$ cat config.mk
export PLATFORM = sky130hd
export DESIGN_NAME = sc_contact_ctl
export DESIGN_NICKNAME = d
export VERILOG_FILES = /design/src/rtl/sc_contact_pkg.sv /design/src/rtl/sc_pin_sync.sv /design/src/rtl/sc_clk_park.sv /design/src/rtl/sc_rd_capture.sv /design/src/rtl/sc_contact_ctl.sv
export SDC_FILE = /design/constraint.sdc
export NUM_CORES = 1
export LEC_CHECK = 0
export BUFFER_PORTS_ARGS = -buffer_cell sky130_fd_sc_hd__buf_4
export CAP_MARGIN = 20
export CORE_MARGIN = 4
export CORE_UTILIZATION = 40
export CTS_CLUSTER_SIZE = 25
export DETAILED_ROUTE_END_ITERATION = 8
export PLACE_DENSITY_LB_ADDON = 0.3
export SLEW_MARGIN = 20
export SYNTH_ARGS = -nofsm -noshare
export SYNTH_HDL_FRONTEND = slang
export SYNTH_SLANG_ARGS = --single-unit
$ cat constraint.sdc
create_clock -name clk -period 1.8 [get_ports clk]
set_clock_uncertainty 0.1 [all_clocks]
set_input_delay 0.09 -clock clk [delete_from_list [all_inputs] [get_ports clk]]
set_output_delay 0.09 -clock clk [all_outputs]
set_load 0.01 [all_outputs]
$ cat src/rtl/sc_contact_pkg.sv
package sc_contact_pkg;
  typedef enum logic [1:0] {
    MODE_NORMAL = 2'b00,
    MODE_BYPASS = 2'b01,
    MODE_SYNC   = 2'b10,
    MODE_ALT    = 2'b11
  } sc_mode_e;

  localparam int unsigned AUX_N    = 2;
  localparam int unsigned F_RST    = 0;
  localparam int unsigned F_IODIR  = 1;
  localparam int unsigned F_IOVAL  = 2;
  localparam int unsigned F_AUX0   = 3;
  localparam int unsigned F_CLKLVL = F_AUX0 + AUX_N;
  localparam int unsigned F_CLKOFF = F_CLKLVL + 1;
  localparam int unsigned REG_W    = F_CLKOFF + 1;

  localparam logic [REG_W-1:0] CTL_RST_VAL =
    REG_W'((1 << F_IODIR) | (1 << F_IOVAL) | (1 << F_CLKOFF));
endpackage

$ cat src/rtl/sc_pin_sync.sv
module sc_pin_sync #(
  parameter int unsigned WIDTH  = 3,
  parameter int unsigned STAGES = 2
) (
  input  logic             clk,
  input  logic             rst,
  input  logic [WIDTH-1:0] d,
  output logic [WIDTH-1:0] q
);
  logic [WIDTH-1:0] stg [STAGES];

  always_ff @(posedge clk) begin
    if (rst) begin
      for (int i = 0; i < int'(STAGES); i++) stg[i] <= '0;
    end else begin
      stg[0] <= d;
      for (int i = 1; i < int'(STAGES); i++) stg[i] <= stg[i-1];
    end
  end

  assign q = stg[STAGES-1];
endmodule

$ cat src/rtl/sc_clk_park.sv
module sc_clk_park (
  input  logic clk,
  input  logic rst,
  input  logic bypass,
  input  logic div_clk,
  input  logic park_lvl,
  input  logic park_req,
  output logic card_clk,
  output logic parked
);
  // The park state moves only when the divider already sits at the park level.
  always_ff @(posedge clk) begin
    if (rst) begin
      parked   <= 1'b1;
      card_clk <= 1'b0;
    end else begin
      if (div_clk == park_lvl) parked <= park_req;
      if (bypass)      card_clk <= park_lvl;
      else if (parked) card_clk <= park_lvl;
      else             card_clk <= div_clk;
    end
  end
endmodule

$ cat src/rtl/sc_rd_capture.sv
module sc_rd_capture (
  input  logic clk,
  input  logic rst,
  input  logic card_clk,
  input  logic pin,
  output logic cap
);
  logic clk_prev;

  always_ff @(posedge clk) begin
    if (rst) begin
      clk_prev <= 1'b0;
      cap      <= 1'b0;
    end else begin
      clk_prev <= card_clk;
      if (card_clk && !clk_prev) cap <= pin;
    end
  end
endmodule

$ cat src/rtl/sc_contact_ctl.sv
module sc_contact_ctl
  import sc_contact_pkg::*;
#(
  parameter int unsigned SYNC_STAGES = 2
) (
  input  logic             clk,
  input  logic             rst,
  input  logic             reg_wr,
  input  logic [REG_W-1:0] reg_wdata,
  output logic [REG_W-1:0] reg_rdata,
  input  logic [1:0]       mode_sel,
  input  logic             div_clk_i,
  input  logic             seq_rst_req,
  input  logic [AUX_N-1:0] aux_dir_i,
  output logic             card_rst_o,
  output logic             card_io_o,
  output logic             card_io_oe,
  input  logic             card_io_i,
  output logic             card_clk_o,
  output logic [AUX_N-1:0] card_aux_o,
  output logic [AUX_N-1:0] card_aux_oe,
  input  logic [AUX_N-1:0] card_aux_i
);
  localparam int unsigned PIN_W = 1 + AUX_N;

  sc_mode_e         mode;
  logic             is_byp, is_sync;
  logic [REG_W-1:0] ctl_q;
  logic [REG_W-1:0] rd_next;
  logic [PIN_W-1:0] pins_s;
  logic [AUX_N-1:0] aux_oe_q;
  logic [AUX_N-1:0] aux_rd;
  logic             park_q;
  logic             io_cap;

  assign mode    = sc_mode_e'(mode_sel);
  assign is_byp  = (mode == MODE_BYPASS);
  assign is_sync = (mode == MODE_SYNC);

  always_ff @(posedge clk) begin
    if (rst)         ctl_q <= CTL_RST_VAL;
    else if (reg_wr) ctl_q <= reg_wdata;
  end

  sc_pin_sync #(.WIDTH(PIN_W), .STAGES(SYNC_STAGES)) u_sync (
    .clk (clk),
    .rst (rst),
    .d   ({card_aux_i, card_io_i}),
    .q   (pins_s)
  );

  sc_clk_park u_park (
    .clk      (clk),
    .rst      (rst),
    .bypass   (is_byp),
    .div_clk  (div_clk_i),
    .park_lvl (ctl_q[F_CLKLVL]),
    .park_req (ctl_q[F_CLKOFF]),
    .card_clk (card_clk_o),
    .parked   (park_q)
  );

  sc_rd_capture u_cap (
    .clk      (clk),
    .rst      (rst),
    .card_clk (card_clk_o),
    .pin      (pins_s[0]),
    .cap      (io_cap)
  );

  // Contact drivers
  always_ff @(posedge clk) begin
    if (rst) begin
      card_rst_o <= 1'b0;
      card_io_o  <= 1'b1;
      card_io_oe <= 1'b0;
      card_aux_o <= '0;
      aux_oe_q   <= '0;
    end else begin
      if (is_sync)     card_rst_o <= ctl_q[F_RST];
      else if (is_byp) card_rst_o <= ~ctl_q[F_RST];
      else             card_rst_o <= ~(ctl_q[F_RST] | seq_rst_req);
      card_io_oe <= (is_byp | is_sync) & ~ctl_q[F_IODIR];
      card_io_o  <= ctl_q[F_IOVAL];
      card_aux_o <= ctl_q[F_AUX0 +: AUX_N];
      aux_oe_q   <= aux_dir_i;
    end
  end

  assign card_aux_oe = aux_oe_q;

  for (genvar g = 0; g < int'(AUX_N); g++) begin : g_aux_rd
    assign aux_rd[g] = aux_oe_q[g] ? ctl_q[F_AUX0 + g] : pins_s[1 + g];
  end

  always_comb begin
    rd_next                    = ctl_q;
    rd_next[F_IOVAL]           = is_sync ? io_cap : pins_s[0];
    rd_next[F_AUX0 +: AUX_N]   = aux_rd;
  end

  always_ff @(posedge clk) begin
    if (rst) reg_rdata <= '0;
    else     reg_rdata <= rd_next;
  end
endmodule

==> results.txt <==
----------------------------------------------------
[Power and ir drop]
  Lkg Pwr ... approximately 0.00068 uW
  Internal power of the cells ... 951 uW
  Cell area power density ... about 850 mW/mm2
  Net switching power of the design ... between 200 and 300 uW
  Relative contribution of the clock network to total power ... 0.276
  Power after layout ... 1220 uW
  Maximum ir drop on the vdd rail ... 0.594 mV
  Net switching fraction of the power ... 0.222
  Combinational share of power ... 0.123
  Reg power frac ... 0.601

[STA]
  Actual transition at the worst max-transition pin ... roughly 270 ps
  Share of the clock period used by the worst path after layout ... 0.689
  Final-layout setup total negative slack ... 0 ps
  Worst hold margin ... 20.9 ps
  Fin. Hold Viols ... 0
  Minimum period implied by the final worst setup slack ... around 1200 ps
  Worst slew margin relative to its limit ... 0.821
  Final setup fails ... 0
  Fin. max-slew vios ... 0
  Setup repair after global routing missed its margin ... no
  Maximum clock frequency ... approximately 800 MHz

[Hold path]
  Hold Path Cell Cnt ... 2
  Worst min path class ... input pin to register
  Endpoint with the worst hold slack ... ctl_q[6]$_SDFFE_PP1P_
  Worst Min Path Start ... reg_wr

[Layout]
  Synthesis-to-layout area growth ... 42.4%
  Layout cell share with drive strength beyond 1 ... 0.270
  Diodes inserted ... 0
  Final net count ... around 160
  Final standard cell utilization of the core ... 0.622

[Yosys]
  Post-synthesis instance total ... about 90
  Synthesized netlist net count ... around 110
  Yosys warnings ... 0
  Leading post-synthesis cells by cell area ... sky130_fd_sc_hd__dfxtp_1 (61%), sky130_fd_sc_hd__mux2i_1 (11%), sky130_fd_sc_hd__nor2b_1 (9.3%), sky130_fd_sc_hd__nor2_1 (4.4%), sky130_fd_sc_hd__ha_1 (2.5%)
  Number of distinct standard cells referenced by the synthesized netlist ... 16
  Post-synthesis area per instance ... 11.0 um2
  Number of register bits inferred by synthesis ... 31
  Post-Syn Area ... just over 0.001 mm2
  Library cell occupying the most area in the post-synthesis netlist ... sky130_fd_sc_hd__dfxtp_1
  Sequential cell area fraction in the yosys report ... 0.613
  Top-area cell type share of the netlist area ... 0.613

[Critical path]
  Setup crit end kind ... register
  Required time of the critical path ... ~1900 ps
  Worst path top cell family by delay ... buffers and inverters
  Worst path arrival time ... approximately 1300 ps
  R2R Setup Slk ... slightly above 800 ps
  Worst Path Buf+Inv ... 3
  Crit path launch type ... input pin
  Standard cell with the maximum stage delay on the critical path ... sky130_fd_sc_hd__dlygate4sd3_1
  Start-to-end type of the worst setup path ... input pin to register
  Path depth of the worst reg2reg path ... 3
  Critical Path Max Stage Delay ... roughly 550 ps
  Worst-path maximum fanout ... 2
  Critical Path Most Common Cell ... sky130_fd_sc_hd__nor2_1
  Reg-to-Reg End ... u_cap.cap$_SDFFE_PP0P_
  Worst R2R Start ... u_park.card_clk$_SDFF_PP0_
  Cells traversed along the worst timing path ... dlygate4sd3_1 > buf_4 > inv_1 > ha_1 > nor2_1 > mux2i_1 > nor2_1

[Global routing]
  Total congestion overflow ... 0
  Wire length of the first global-routing pass ... 3230 um
  Antenna violations before repair ... 0
  Largest net degree at the start of global routing ... 29
  Vias in the first global route ... 727
  GRT Overall Usage ... 0.128

[Clock tree]
  Number of H-tree branching levels ... 2
  Source-to-sink clock delay at the later pin of the worst-skew pair ... around 300 ps
  Maximum clock insertion buffer count ... 2
  Clock net sink count ... 31
  Clock transition time at the flip-flop clock pins of the worst setup and hold paths ... 80 ps
  Clock tree from TritonCTS ... done
  Clk root buf ... sky130_fd_sc_hd__clkbuf_4
  TritonCTS buffer count ... 5

[Die]
  Total number of placement rows ... 17
  Die extent in x ... approximately 58 um
  Die area ... about 0.0034 mm2
  Initial cell density of the core ... 0.437
  Count of boundary I/O pins ... 34
  DIE HEIGHT ... about 58 um
  Std-Cell Core Area ... ~0.0023 mm2

[Drt]
  DRC ... 0
  First drt pass iteration count ... 3
  Routed length per instance ... between 10 and 15 um
  Via count ... between 700 and 800
  Wire length reported by the detailed router ... between 1500 and 2000 um
  Iter 0 DRT Violations ... 9
  Post-detailed-route via-to-cell ratio ... roughly 4.2
  Antenna viol nets, final ... 0

[Status]
  Result of the run ... finished clean

[Placement]
  Final Wtd Congestion ... ~0.72
  Number of port buffers ... 33

[Job]
  Max capacitance violation total ... 0

----------------------------------------------------
-- per-stage QoR --
stage,setup slack (ps),instances,area [um2]
4_1_cts,614,169,1440
6_report,559,169,1440
5_1_grt,491,169,1440
2_1_floorplan,833,92,1010
3_5_place_dp,806,149,1260
3_3_place_gp,827,149,1260
-- registers in the layout (all words and copies together), names as in the netlist --
| signal | count |
|---|---|
| reg_rdata | 7 |
| ctl_q | 7 |
| card_io_oe | 1 |
| card_aux_o | 2 |
| card_io_o | 1 |
| card_aux_oe | 2 |
| card_rst_o | 1 |
| u_park.parked | 1 |
| u_cap.cap | 1 |
| u_park.card_clk | 1 |
| u_sync.stg | 6 |
| u_cap.clk_prev | 1 |
-- synth_stat cells (all sizes together) --
cell type  number
xor2            1
nor3            1
nor2           12
mux2i          11
dfxtp          31
nand2           5
o21ai           1
a21oi           1
or2             1
inv             5
buf             4
ha              2
nor2b          15
o211ai          2
-- cell families (layout without fill, tap and decap cells) --
| logic type | Yosys count | in the layout | share of synthesized area |
|---|---|---|---|
| mux | 11 | 11 | 0.109 |
| compound gates | 4 | 4 | 0.0247 |
| xor+xnor | 1 | 1 | 0.00865 |
| flops | 31 | 31 | 0.613 |
| fa+ha+maj | 2 | 2 | 0.0247 |
| buf+inv | 9 | 58 | 0.0532 |
| simple gates | 34 | 34 | 0.167 |
-- cell usage in the layout, fill, tap and decap left out --
cell type,count
sky130_fd_sc_hd__mux2i_1,11
sky130_fd_sc_hd__buf_4,33
sky130_fd_sc_hd__a21oi_1,1
sky130_fd_sc_hd__inv_1,5
sky130_fd_sc_hd__o21ai_0,1
sky130_fd_sc_hd__dlygate4sd3_1,14
sky130_fd_sc_hd__clkbuf_1,1
sky130_fd_sc_hd__xor2_1,1
sky130_fd_sc_hd__o211ai_1,2
sky130_fd_sc_hd__clkbuf_4,5
sky130_fd_sc_hd__nor3_1,1
sky130_fd_sc_hd__ha_1,2
sky130_fd_sc_hd__nor2_1,12
sky130_fd_sc_hd__nand2_1,5
sky130_fd_sc_hd__nor2b_1,15
sky130_fd_sc_hd__or2_1,1
sky130_fd_sc_hd__dfxtp_1,31
-- routing by layer --
metal | track usage | vias to the layer above | part of all wire
met5 | 0 | - | 0
met2 | 0.193 | 21 | 0.47
met1 | 0.158 | 307 | 0.46
met4 | 0.0695 | 0 | 0.0076
met3 | 0.0482 | 2 | 0.067
li1 | - | 387 | -
-- worst reg2reg max path, stage by stage (launching register included) --
cell,delay [ps]
sky130_fd_sc_hd__dfxtp_1,360
sky130_fd_sc_hd__nor2b_1,170
sky130_fd_sc_hd__mux2i_1,200
sky130_fd_sc_hd__nor2_1,50
-- timing repair --
action / CTS / global route
resized for setup: 0 / 0
endpoints found under the setup margin: 0 / 0
setup buffers: 0 / 0
endpoints found under the hold margin: 14 / 0
hold buffers: 14 / 0
-- power groups by stage --
stage / logic [uW] / registers (uW) / clock network, uW
6_report: 151 / 735 / 337
5_1_grt: 167 / 740 / 390
4_1_cts: 152 / 735 / 354
3_5_place_dp: 127 / 751 / 0
3_3_place_gp: 124 / 750 / 0
2_1_floorplan: 61.6 / 757 / 0
-- how the worst max path moves through the flow --
| stage | startpoint | end | cells after the start | slack, ps |
|---|---|---|---|---|
| final | mode_sel[1] | u_park.card_clk$_SDFF_PP0_ | 7 | 560 |
| after global routing | mode_sel[1] | u_park.card_clk$_SDFF_PP0_ | 7 | 490 |
| after CTS | mode_sel[1] | u_park.card_clk$_SDFF_PP0_ | 7 | 610 |
| after detailed placement | mode_sel[0] | u_park.card_clk$_SDFF_PP0_ | 5 | 810 |
| after global placement | mode_sel[0] | u_park.card_clk$_SDFF_PP0_ | 5 | 830 |
| after floorplan | u_park.card_clk$_SDFF_PP0_ | u_cap.cap$_SDFFE_PP0P_ | 3 | 830 |
-- layout make-up --
type                            count  area (um2)
Multi-Input combinational cell     52         338
Clock buffer                        6        41.3
Tap cell                           28        35.0
Fill cell                         199         877
Inverter                            5        18.8
Timing Repair Buffer               47         388
Sequential cell                    31         621
Power figures use the tool's default switching activity.
